File: config.mk
export PLATFORM = sky130hd
export DESIGN_NAME = lpm_mode_ctrl
export DESIGN_NICKNAME = d
export VERILOG_FILES = /design/src/rtl/lpm_pkg.sv /design/src/rtl/lpm_frame_gen.sv /design/src/rtl/lpm_countdown.sv /design/src/rtl/lpm_wake_pend.sv /design/src/rtl/lpm_mode_ctrl.sv
export SDC_FILE = /design/constraint.sdc
export NUM_CORES = 1
export LEC_CHECK = 0
export ABC_AREA = 1
export BUFFER_PORTS_ARGS = -buffer_cell sky130_fd_sc_hd__buf_4
export CAP_MARGIN = 20
export CORE_AREA = 5 5 76 92
export CTS_CLUSTER_SIZE = 20
export DETAILED_ROUTE_END_ITERATION = 12
export DIE_AREA = 0 0 81 97
export GPL_TIMING_DRIVEN = 0
export SETUP_SLACK_MARGIN = 0.4
export SLEW_MARGIN = 20
export SYNTH_ARGS = -nofsm -noshare
export SYNTH_HDL_FRONTEND = slang
export SYNTH_SLANG_ARGS = --single-unit
File: constraint.sdc
create_clock -name clk -period 1.91 [get_ports clk]
set_clock_uncertainty 0.15 [all_clocks]
set_input_delay 0.382 -clock clk [delete_from_list [all_inputs] [get_ports clk]]
set_output_delay 0.382 -clock clk [all_outputs]
set_load 0.02 [all_outputs]
File: src/rtl/lpm_pkg.sv
package lpm_pkg;
  typedef enum logic [1:0] {
    MODE_ACTIVE = 2'd0,
    MODE_SUB    = 2'd1,
    MODE_WATCH  = 2'd2,
    MODE_WAKING = 2'd3
  } lpm_mode_e;

  localparam int unsigned WAKE_SRC_N = 6;  // timer, external, four pins
endpackage

File: src/rtl/lpm_frame_gen.sv
module lpm_frame_gen #(
  parameter int unsigned LOG2_A = 5,
  parameter int unsigned LOG2_B = 3
) (
  input  logic       clk,
  input  logic       rst_n,
  input  logic [1:0] frame_sel,
  output logic       strobe,
  output logic       long_sel
);
  localparam int unsigned CW = (LOG2_A > LOG2_B) ? LOG2_A : LOG2_B;
  localparam logic [CW-1:0] MASK_A = CW'((64'd1 << LOG2_A) - 64'd1);
  localparam logic [CW-1:0] MASK_B = CW'((64'd1 << LOG2_B) - 64'd1);

  logic [CW-1:0] cnt_q;
  logic [CW-1:0] mask;

  assign long_sel = (frame_sel == 2'b00) || (frame_sel == 2'b11);
  assign mask     = long_sel ? MASK_A : MASK_B;
  assign strobe   = (cnt_q & mask) == mask;

  always_ff @(posedge clk or negedge rst_n) begin
    if (!rst_n) cnt_q <= '0;
    else        cnt_q <= cnt_q + 1'b1;
  end

  AST_STROBE_SINGLE: assert property (@(posedge clk) disable iff (!rst_n)
    strobe |=> !strobe);
endmodule

File: src/rtl/lpm_countdown.sv
module lpm_countdown #(
  parameter int unsigned W = 4
) (
  input  logic         clk,
  input  logic         rst_n,
  input  logic         load,
  input  logic         abort,
  input  logic [W-1:0] load_val,
  output logic         busy,
  output logic         fire
);
  logic [W-1:0] cnt_q;
  logic         busy_q;

  always_ff @(posedge clk or negedge rst_n) begin
    if (!rst_n) begin
      cnt_q  <= '0;
      busy_q <= 1'b0;
    end else if (abort) begin
      busy_q <= 1'b0;
    end else if (load) begin
      cnt_q  <= load_val;
      busy_q <= 1'b1;
    end else if (busy_q) begin
      if (cnt_q == '0) busy_q <= 1'b0;
      else             cnt_q  <= cnt_q - 1'b1;
    end
  end

  assign busy = busy_q;
  assign fire = busy_q && (cnt_q == '0);

  AST_LOAD_ARMS: assert property (@(posedge clk) disable iff (!rst_n)
    load && !abort |=> busy);
endmodule

File: src/rtl/lpm_wake_pend.sv
module lpm_wake_pend #(
  parameter int unsigned N = 6
) (
  input  logic         clk,
  input  logic         rst_n,
  input  logic [N-1:0] req,
  input  logic         clr,
  output logic [N-1:0] eff
);
  logic [N-1:0] pend_q;

  for (genvar i = 0; i < N; i++) begin : g_src
    always_ff @(posedge clk or negedge rst_n) begin
      if (!rst_n) pend_q[i] <= 1'b0;
      else        pend_q[i] <= (pend_q[i] | req[i]) & ~clr;
    end
    assign eff[i] = pend_q[i] | req[i];

    AST_PEND_CLEARS: assert property (@(posedge clk) disable iff (!rst_n)
      clr && !req[i] |=> !pend_q[i]);
  end
endmodule

File: src/rtl/lpm_mode_ctrl.sv
module lpm_mode_ctrl
  import lpm_pkg::*;
#(
  parameter int unsigned FRAME_LOG2_A = 5,
  parameter int unsigned FRAME_LOG2_B = 3,
  parameter int unsigned SETTLE_CYC   = 6
) (
  input  logic       clk,
  input  logic       rst_n,
  input  logic       stop_req,
  input  logic       lson,
  input  logic       dton,
  input  logic [1:0] frame_sel,
  input  logic       ext_wake,
  input  logic       tmr_ovf,
  input  logic [3:0] pin_wake,
  input  logic       rate_wr,
  input  logic       rate_din,
  output logic [1:0] mode,
  output logic       osc_en,
  output logic       frame_strobe,
  output logic       irq_tmr,
  output logic       irq_ext,
  output logic [3:0] irq_pin,
  output logic       rate_sel
);
  localparam int unsigned N  = WAKE_SRC_N;
  localparam int unsigned SW = $clog2(SETTLE_CYC + 1);
  localparam int unsigned HW = FRAME_LOG2_A + 1;
  localparam logic [SW-1:0] SETTLE_LOAD = SW'(SETTLE_CYC - 1);
  localparam logic [HW-1:0] HOLD_LOAD   = HW'((64'd1 << FRAME_LOG2_A) - 64'd1);

  lpm_mode_e    state_q, state_d;
  logic [N-1:0] req, eff;
  logic [N-1:0] irq_q, irq_d;
  logic [N-1:0] held_q, held_d;
  logic         rate_q;
  logic         pend_clr, long_sel;
  logic         settle_load, settle_busy, settle_fire;
  logic         hold_load, hold_abort, hold_busy, hold_fire;
  logic [N-1:1] late_src;

  assign req = {pin_wake, ext_wake, tmr_ovf};

  lpm_frame_gen #(.LOG2_A(FRAME_LOG2_A), .LOG2_B(FRAME_LOG2_B)) u_frame (
    .clk(clk), .rst_n(rst_n), .frame_sel(frame_sel),
    .strobe(frame_strobe), .long_sel(long_sel)
  );

  lpm_wake_pend #(.N(N)) u_pend (
    .clk(clk), .rst_n(rst_n), .req(req), .clr(pend_clr), .eff(eff)
  );

  lpm_countdown #(.W(SW)) u_settle (
    .clk(clk), .rst_n(rst_n), .load(settle_load), .abort(1'b0),
    .load_val(SETTLE_LOAD), .busy(settle_busy), .fire(settle_fire)
  );

  lpm_countdown #(.W(HW)) u_hold (
    .clk(clk), .rst_n(rst_n), .load(hold_load), .abort(hold_abort),
    .load_val(HOLD_LOAD), .busy(hold_busy), .fire(hold_fire)
  );

  assign late_src = held_q[N-1:1] | req[N-1:1];

  always_comb begin
    state_d     = state_q;
    irq_d       = '0;
    held_d      = held_q;
    pend_clr    = 1'b0;
    settle_load = 1'b0;
    hold_load   = 1'b0;
    hold_abort  = 1'b0;
    unique case (state_q)
      MODE_ACTIVE: begin
        pend_clr = 1'b1;
        if (hold_busy) begin
          irq_d[0] = req[0];
          if (hold_fire) begin
            irq_d[N-1:1] = late_src;
            held_d       = '0;
          end else begin
            held_d[N-1:1] = late_src;
          end
        end else begin
          irq_d = req;
        end
        if (stop_req) begin
          state_d    = MODE_WATCH;
          held_d     = '0;
          hold_abort = 1'b1;
        end
      end
      MODE_WATCH: begin
        if (frame_strobe && (|eff)) begin
          pend_clr = 1'b1;
          if (lson) begin
            state_d = MODE_SUB;
            irq_d   = eff;
          end else begin
            state_d     = MODE_WAKING;
            held_d      = eff;
            settle_load = 1'b1;
          end
        end
      end
      MODE_SUB: begin
        if (stop_req) begin
          held_d = '0;
          if (!lson && dton) begin
            state_d     = MODE_WAKING;
            settle_load = 1'b1;
          end else begin
            state_d = MODE_WATCH;
          end
        end else if (frame_strobe) begin
          irq_d    = eff;
          pend_clr = 1'b1;
        end
      end
      MODE_WAKING: begin
        pend_clr = 1'b1;
        held_d   = held_q | req;
        if (settle_fire) begin
          state_d  = MODE_ACTIVE;
          irq_d[0] = held_q[0] | req[0];
          if (long_sel && (|late_src)) begin
            hold_load = 1'b1;
            held_d    = {late_src, 1'b0};
          end else begin
            irq_d[N-1:1] = late_src;
            held_d       = '0;
          end
        end
      end
      default: state_d = MODE_ACTIVE;
    endcase
  end

  always_ff @(posedge clk or negedge rst_n) begin
    if (!rst_n) begin
      state_q <= MODE_ACTIVE;
      irq_q   <= '0;
      held_q  <= '0;
      rate_q  <= 1'b0;
    end else begin
      state_q <= state_d;
      irq_q   <= irq_d;
      held_q  <= held_d;
      if (rate_wr && (state_q == MODE_ACTIVE)) rate_q <= rate_din;
    end
  end

  assign mode     = state_q;
  assign osc_en   = (state_q == MODE_ACTIVE) || (state_q == MODE_WAKING);
  assign irq_tmr  = irq_q[0];
  assign irq_ext  = irq_q[1];
  assign irq_pin  = irq_q[5:2];
  assign rate_sel = rate_q;

  AST_QUIET_OFF_FRAME: assert property (@(posedge clk) disable iff (!rst_n)
    (state_q == MODE_WATCH || state_q == MODE_SUB) && !frame_strobe |=> irq_q == '0);
  AST_RATE_FROZEN: assert property (@(posedge clk) disable iff (!rst_n)
    rate_wr && state_q != MODE_ACTIVE |=> $stable(rate_q));
  AST_OSC_VIA_SETTLE: assert property (@(posedge clk) disable iff (!rst_n)
    $rose(osc_en) |-> state_q == MODE_WAKING);
  AST_SUB_EXIT: assert property (@(posedge clk) disable iff (!rst_n)
    state_q == MODE_SUB && stop_req |=> state_q == MODE_WATCH || state_q == MODE_WAKING);
  AST_WATCH_NO_DIRECT: assert property (@(posedge clk) disable iff (!rst_n)
    state_q == MODE_WATCH |=> state_q != MODE_ACTIVE);
  AST_WAKING_COUNTS: assert property (@(posedge clk) disable iff (!rst_n)
    state_q == MODE_WAKING |-> settle_busy);
endmodule

# [Word-level counts from Yosys, hierarchy flattened]
# Cells that the tools add are included.
[word_totals] reg_bits=37 latchBits=0 ramBits=0 rom_bits=0 mem_count=0
[op_classes] addsub=3 mul=0 n_div=0 n_lt_le_gt_ge=0 n_eq_ne=14 shift=0 n_mux=54 bitwise=18 n_reduce_logical=23
[op_table] op="$mux W6" count=16
[op_table] op="$pmux W6 S4" count=2
[op_table] op="$mux W1" count=21
[op_table] op="$mux W5" count=4
[op_table] op="$ne A2 B2 Y1 const B" count=7
[op_table] op="$mux W2" count=5
[op_table] op="$mux W3" count=3
[op_table] op="$pmux W2 S4" count=1
[op_table] op="$reduce_and A4 Y1" count=2
[op_table] op="$or A1 B1 Y1" count=7
[op_table] op="$and A1 B1 Y1" count=6
[op_table] op="$eq A2 B2 Y1 const B" count=3
[op_table] op="$logic_and A1 B1 Y1" count=6
[op_table] op="$logic_not A6 Y1" count=1
[op_table] op="$or A6 B6 Y6" count=1
[op_table] op="$reduce_or A6 Y1" count=1
[op_table] op="$sub A6 B1 Y6 const B" count=1
[op_table] op="$add A5 B1 Y5 const B" count=1
[op_table] op="$and A5 B5 Y5" count=1
[op_table] op="$eq A5 B5 Y1" count=1
[op_table] op="$or A5 B5 Y5" count=1
[op_table] op="$reduce_and A5 Y1" count=1
[op_table] op="$reduce_or A5 Y1" count=1
[op_table] op="$logic_not A2 Y1" count=2
[op_table] op="other kinds (14)" count=17

# [Logic depth before layout (Yosys ltp)]
[depth] word_depth=10 ltp_mapped=11 mapped_depth_nobuf=11

# [Modules after synthesis]
# Synthesis repeated with hierarchy kept, for this count alone.
[hier_totals] cells_unflattened=336 area_unflattened_um2=2431.1
[by_module_without_submodules] module="lpm_mode_ctrl" n_inst=1 cells_per_inst=177 area_per_inst_um2=1181.1 seq_area_each_um2=375.4
[by_module_without_submodules] module="lpm_countdown (u_hold)" n_inst=1 cells_per_inst=71 area_per_inst_um2=539.3 seq_area_each_um2=175.2
[by_module_without_submodules] module="lpm_countdown (u_settle)" n_inst=1 cells_per_inst=35 area_per_inst_um2=260.2 seq_area_each_um2=100.1
[by_module_without_submodules] module="lpm_frame_gen" n_inst=1 cells_per_inst=29 area_per_inst_um2=232.7 seq_area_each_um2=125.1
[by_module_without_submodules] module="lpm_wake_pend" n_inst=1 cells_per_inst=24 area_per_inst_um2=217.7 seq_area_each_um2=150.1

# [Least setup slack after synthesis]
# Ideal clock, no wire load.
[synth_path] path_kind="register to register" from="register state_q[0], in the netlist mode[0]" to="register held_q[3]" setup_time_ns=0.122 t_arrival_ns=1.589 t_required_ns=1.638 path_slack_ns=0.049 path_stages_with_launch=10 path_buffers=1 path_cell_list="dfrtp_1 -> inv_1 -> ha_1 -> buf_4 -> nand2_1 -> o21ai_0 -> nor2_1 -> nand2_4 -> nor2_2 -> a21oi_2"
[synth_between] elab_chain_cells=3
[synth_lines] item="start, declared" line="lpm_mode_ctrl.sv:33" source="lpm_mode_e state_q, state_d;"
[synth_lines] item="start signal, assigned" line="lpm_mode_ctrl.sv:147" source="state_q <= state_d;"
[synth_lines] item="$eq A2 B2 Y1 (tied with other cells)" line="lpm_mode_ctrl.sv:74" source="unique case (state_q)"
[synth_lines] item="$ne A2 B2 Y1 (no source line) or $ne A3 B2 Y1 (tied branches)"
[synth_lines] item="$reduce_and A4 Y1 (no source line)"
[synth_lines] item="end signal, assigned" line="lpm_mode_ctrl.sv:149" source="held_q <= held_d;"
[synth_lines] item="end, declared" line="lpm_mode_ctrl.sv:36" source="logic [N-1:0] held_q, held_d;"
# Parallel ways exist; a longest one is shown, timed or not.
# A chain may end at the register's enable or synchronous reset.

# [Worst setup path in the final report]
[layout_path] from="register u_frame.cnt_q[0]" to="output port frame_strobe"
[layout_between] elab_chain_cells=2
[layout_lines] item="start, declared" line="lpm_frame_gen.sv:15" source="logic [CW-1:0] cnt_q;"
[layout_lines] item="start signal, assigned" line="lpm_frame_gen.sv:24" source="else cnt_q <= cnt_q + 1'b1;"
[layout_lines] item="$and A5 B5 Y5" line="lpm_frame_gen.sv:20" source="assign strobe = (cnt_q & mask) == mask;"
[layout_lines] item="$eq A5 B5 Y1" line="lpm_frame_gen.sv:20"
[layout_lines] item="end, declared" line="lpm_mode_ctrl.sv:21" source="output logic frame_strobe,"
# Every way passes these cells.

==> results.md <==
- Unique masters post-synth: 35
- Sink Count: 37
- Fin nets: 396
- Leak: between 1.5 and 2 nW
- Max_cap viols: 0
- First-pass GRT wire length: 9720 um
- Final Max Tran Viols: 0
- Clk_lat worst skew: a little under 0.3 ns
- Initial detailed-routing violation count: 172
- Final GP Congestion: 0.847
- Per-cell routed wire length: approximately 13 um
- Setup CP Type: flip-flop to output pin
- VDD IR max: 0.000824 V
- Via count: approximately 2200
- R2r startpoint: u_frame.cnt_q[0]
- GRT Util Overall: 0.156
- CTS max path bufs: 2
- Worst min path class: input pin to flip-flop
- Die height: 97 um
- FF+latch count, synth: 37
- Final hold violations: 0
- Critical Path RT: approximately 1.4 ns
- Tcrit/Tclk final: 0.944
- Seq/Total Area, Yosys: 0.402
- F_max: between 500 and 600 MHz
- Crit. End Element: output pin
- Share of cells above drive strength 1: 0.391
- P&R area growth vs syn: 40.1%
- Clock H-tree levels: 2
- Count leader, synth: nand2_1
- Placed instance count: 419
- Tightest Pin Transition: ~0.49 ns
- Crit path max fanout: 2
- Port-buffer cells: 25
- Routed wire length: around 5800 um
- DIE AREA: between 7000 and 8000 um2
- Grt ovf: 0
- Final min period: 1.80 ns
- Setup TNS: 0 ns
- Crit path from: u_frame.cnt_q[0]
- # diodes: 0
- Post-Syn Nets: ~340
- CTS Root Cell: clkbuf_8
- Io pins: 26
- Finished Layout Cells: between 400 and 500
- Mean Syn Cell Area: 7.38 um2
- Status: finished clean
- Post-synth EDFFs: 0
- Final hold slack: 0.137 ns
- Hpwl dp: ~3800 um
- Vias per cell: ~4.7
- Share of the synthesized area in the top cell type: 0.402
- Syn Inst Count: roughly 310
- Largest net degree at the start of global routing: 38
- Setup crit start kind: flip-flop
- Yosys warnings: 0
- Die width: 81 um
- Pwr Total: ~4.4 mW
- Power Dens Cells: between 1000 and 1500 nW/um2
- Final setup fails: 0
- Commonest cells post-synth: nand2_1 (100), inv_1 (43), dfrtp_1 (37), nor2_1 (29), nand3_1 (19)
- Largest cells by area after synthesis: dfrtp_1 (40%), nand2_1 (16%), inv_1 (7.0%)
- Netlist Area Pre-Place: 2300 um2
- Clk slew on worst S/H paths: around 0.080 ns
- Top_reg_cell synth: dfrtp_1
- CTS tree: yes
- Asr flop ratio synth: 1.00
- Placeable Area: roughly 6000 um2
- Initial antenna violation count: 0
- Number of remaining DRC errors: 0
- Relative slew margins: 0.676
- Initial Utilization: 0.386
- CP Data Arrival Time: about 1.3 ns
- RSZ-0062 raised after global routing: yes
- Vias in the first global route: roughly 2100
- FP Rows: 31
- Dominant cell type by area after synthesis: dfrtp_1
- Total CTS buffers: 5
- Drt pass-1 iters: 4
- Post-DRT Antenna Nets: 0
- Worst Min Path Start: rate_wr
==> cell type report <==
| class | count | area, um2 |
|---|---|---|
| fillers | 564 | 2750 |
| multi-input cells | 225 | 1460 |
| flip-flops and latches | 37 | 928 |
| repair buffers | 53 | 430 |
| inverters | 46 | 185 |
| well taps | 82 | 103 |
| clock buffers | 6 | 72.6 |
| plain buffers | 4 | 36.3 |
| clock inverters | 2 | 10.0 |
==> critical path: stages, from the launching register on <==
cell     delay [ns]
dfrtp_1        0.39
ha_2           0.21
nand2_4        0.08
inv_2          0.04
nand3_2        0.08
nand2_4        0.05
buf_6          0.12
==> path summary, 6_finish.rpt <==
path | end | slack (ns) | cells past startpoint
worst max-delay path | frame_strobe | 0.11 | 6
worst min-delay path | rate_sel | 0.14 | 2
worst max register to register | u_pend.pend_q[0] | 0.21 | 9
worst min register to register | held_q[4] | 0.33 | 2
max in group asynchronous | mode[1] | 0.81 | 2
min in group asynchronous | u_settle.cnt_q[0] | 0.44 | 2
==> state kept, by name (all words and copies together), names as in the netlist <==
register        cells
irq_q               6
u_pend.pend_q       6
u_hold.cnt_q        6
u_frame.cnt_q       5
u_hold.busy         1
rate_sel            1
u_settle.cnt_q      3
u_settle.busy       1
held_q              6
mode                2
==> report_power, final <==
part | internal, mW | switching, mW
Combinational | 1.15 | 1.48
Clock | 0.253 | 0.294
Sequential | 1.06 | 0.166
==> routing by layer <==
| metal | vias up | GRT usage | routed length [um] |
|---|---|---|---|
| li1 | 1097 | - | - |
| met1 | 1018 | 0.196 | 2480 |
| met2 | 29 | 0.259 | 3030 |
| met3 | 6 | 0.0362 | 190 |
| met4 | 0 | 0.0494 | 57 |
| met5 | - | 0 | 0 |
==> placed cells by master (no fill, tap or decap), drive strengths merged, types with 7 or more instances in the layout <==
cell    instances
ha              9
nand2         108
nor2           37
buf            55
o21ai          21
clkbuf          7
inv            46
nand3          21
dfrtp          37
==> logic make-up after synthesis <==
kind of cell	count (synthesis)	share of synthesized area
AOI/OAI and AO/OA	35	0.0983
xor gates and xnor gates	4	0.0152
adders and majority gates	9	0.0489
buffers and inverters	50	0.0869
DFF	37	0.402
and+or+nand+nor	177	0.349
==> what timing repair did <==
item / 4_1_cts / 5_1_grt
gates cloned: 1 / 0
gates resized for setup: 47 / 19
endpoints found under the setup margin: 33 / 35
pin swaps: 18 / 11
setup buffers: 21 / 5
hold endpoints to repair: 37 / 0
hold buffers: 1 / 0
==> per-stage QoR <==
step / cell area, um2 / util / setup slack, ns
2_1_floorplan: 2390 / - / 0.326
3_3_place_gp: 2680 / 0.449 / 0.102
3_5_place_dp: 2680 / 0.449 / 0.102
4_1_cts: 3110 / 0.521 / 0.0540
5_1_grt: 3230 / 0.540 / 0.0306
6_report: 3230 / 0.540 / 0.107
No activity file was read; power rests on OpenSTA's default activity.
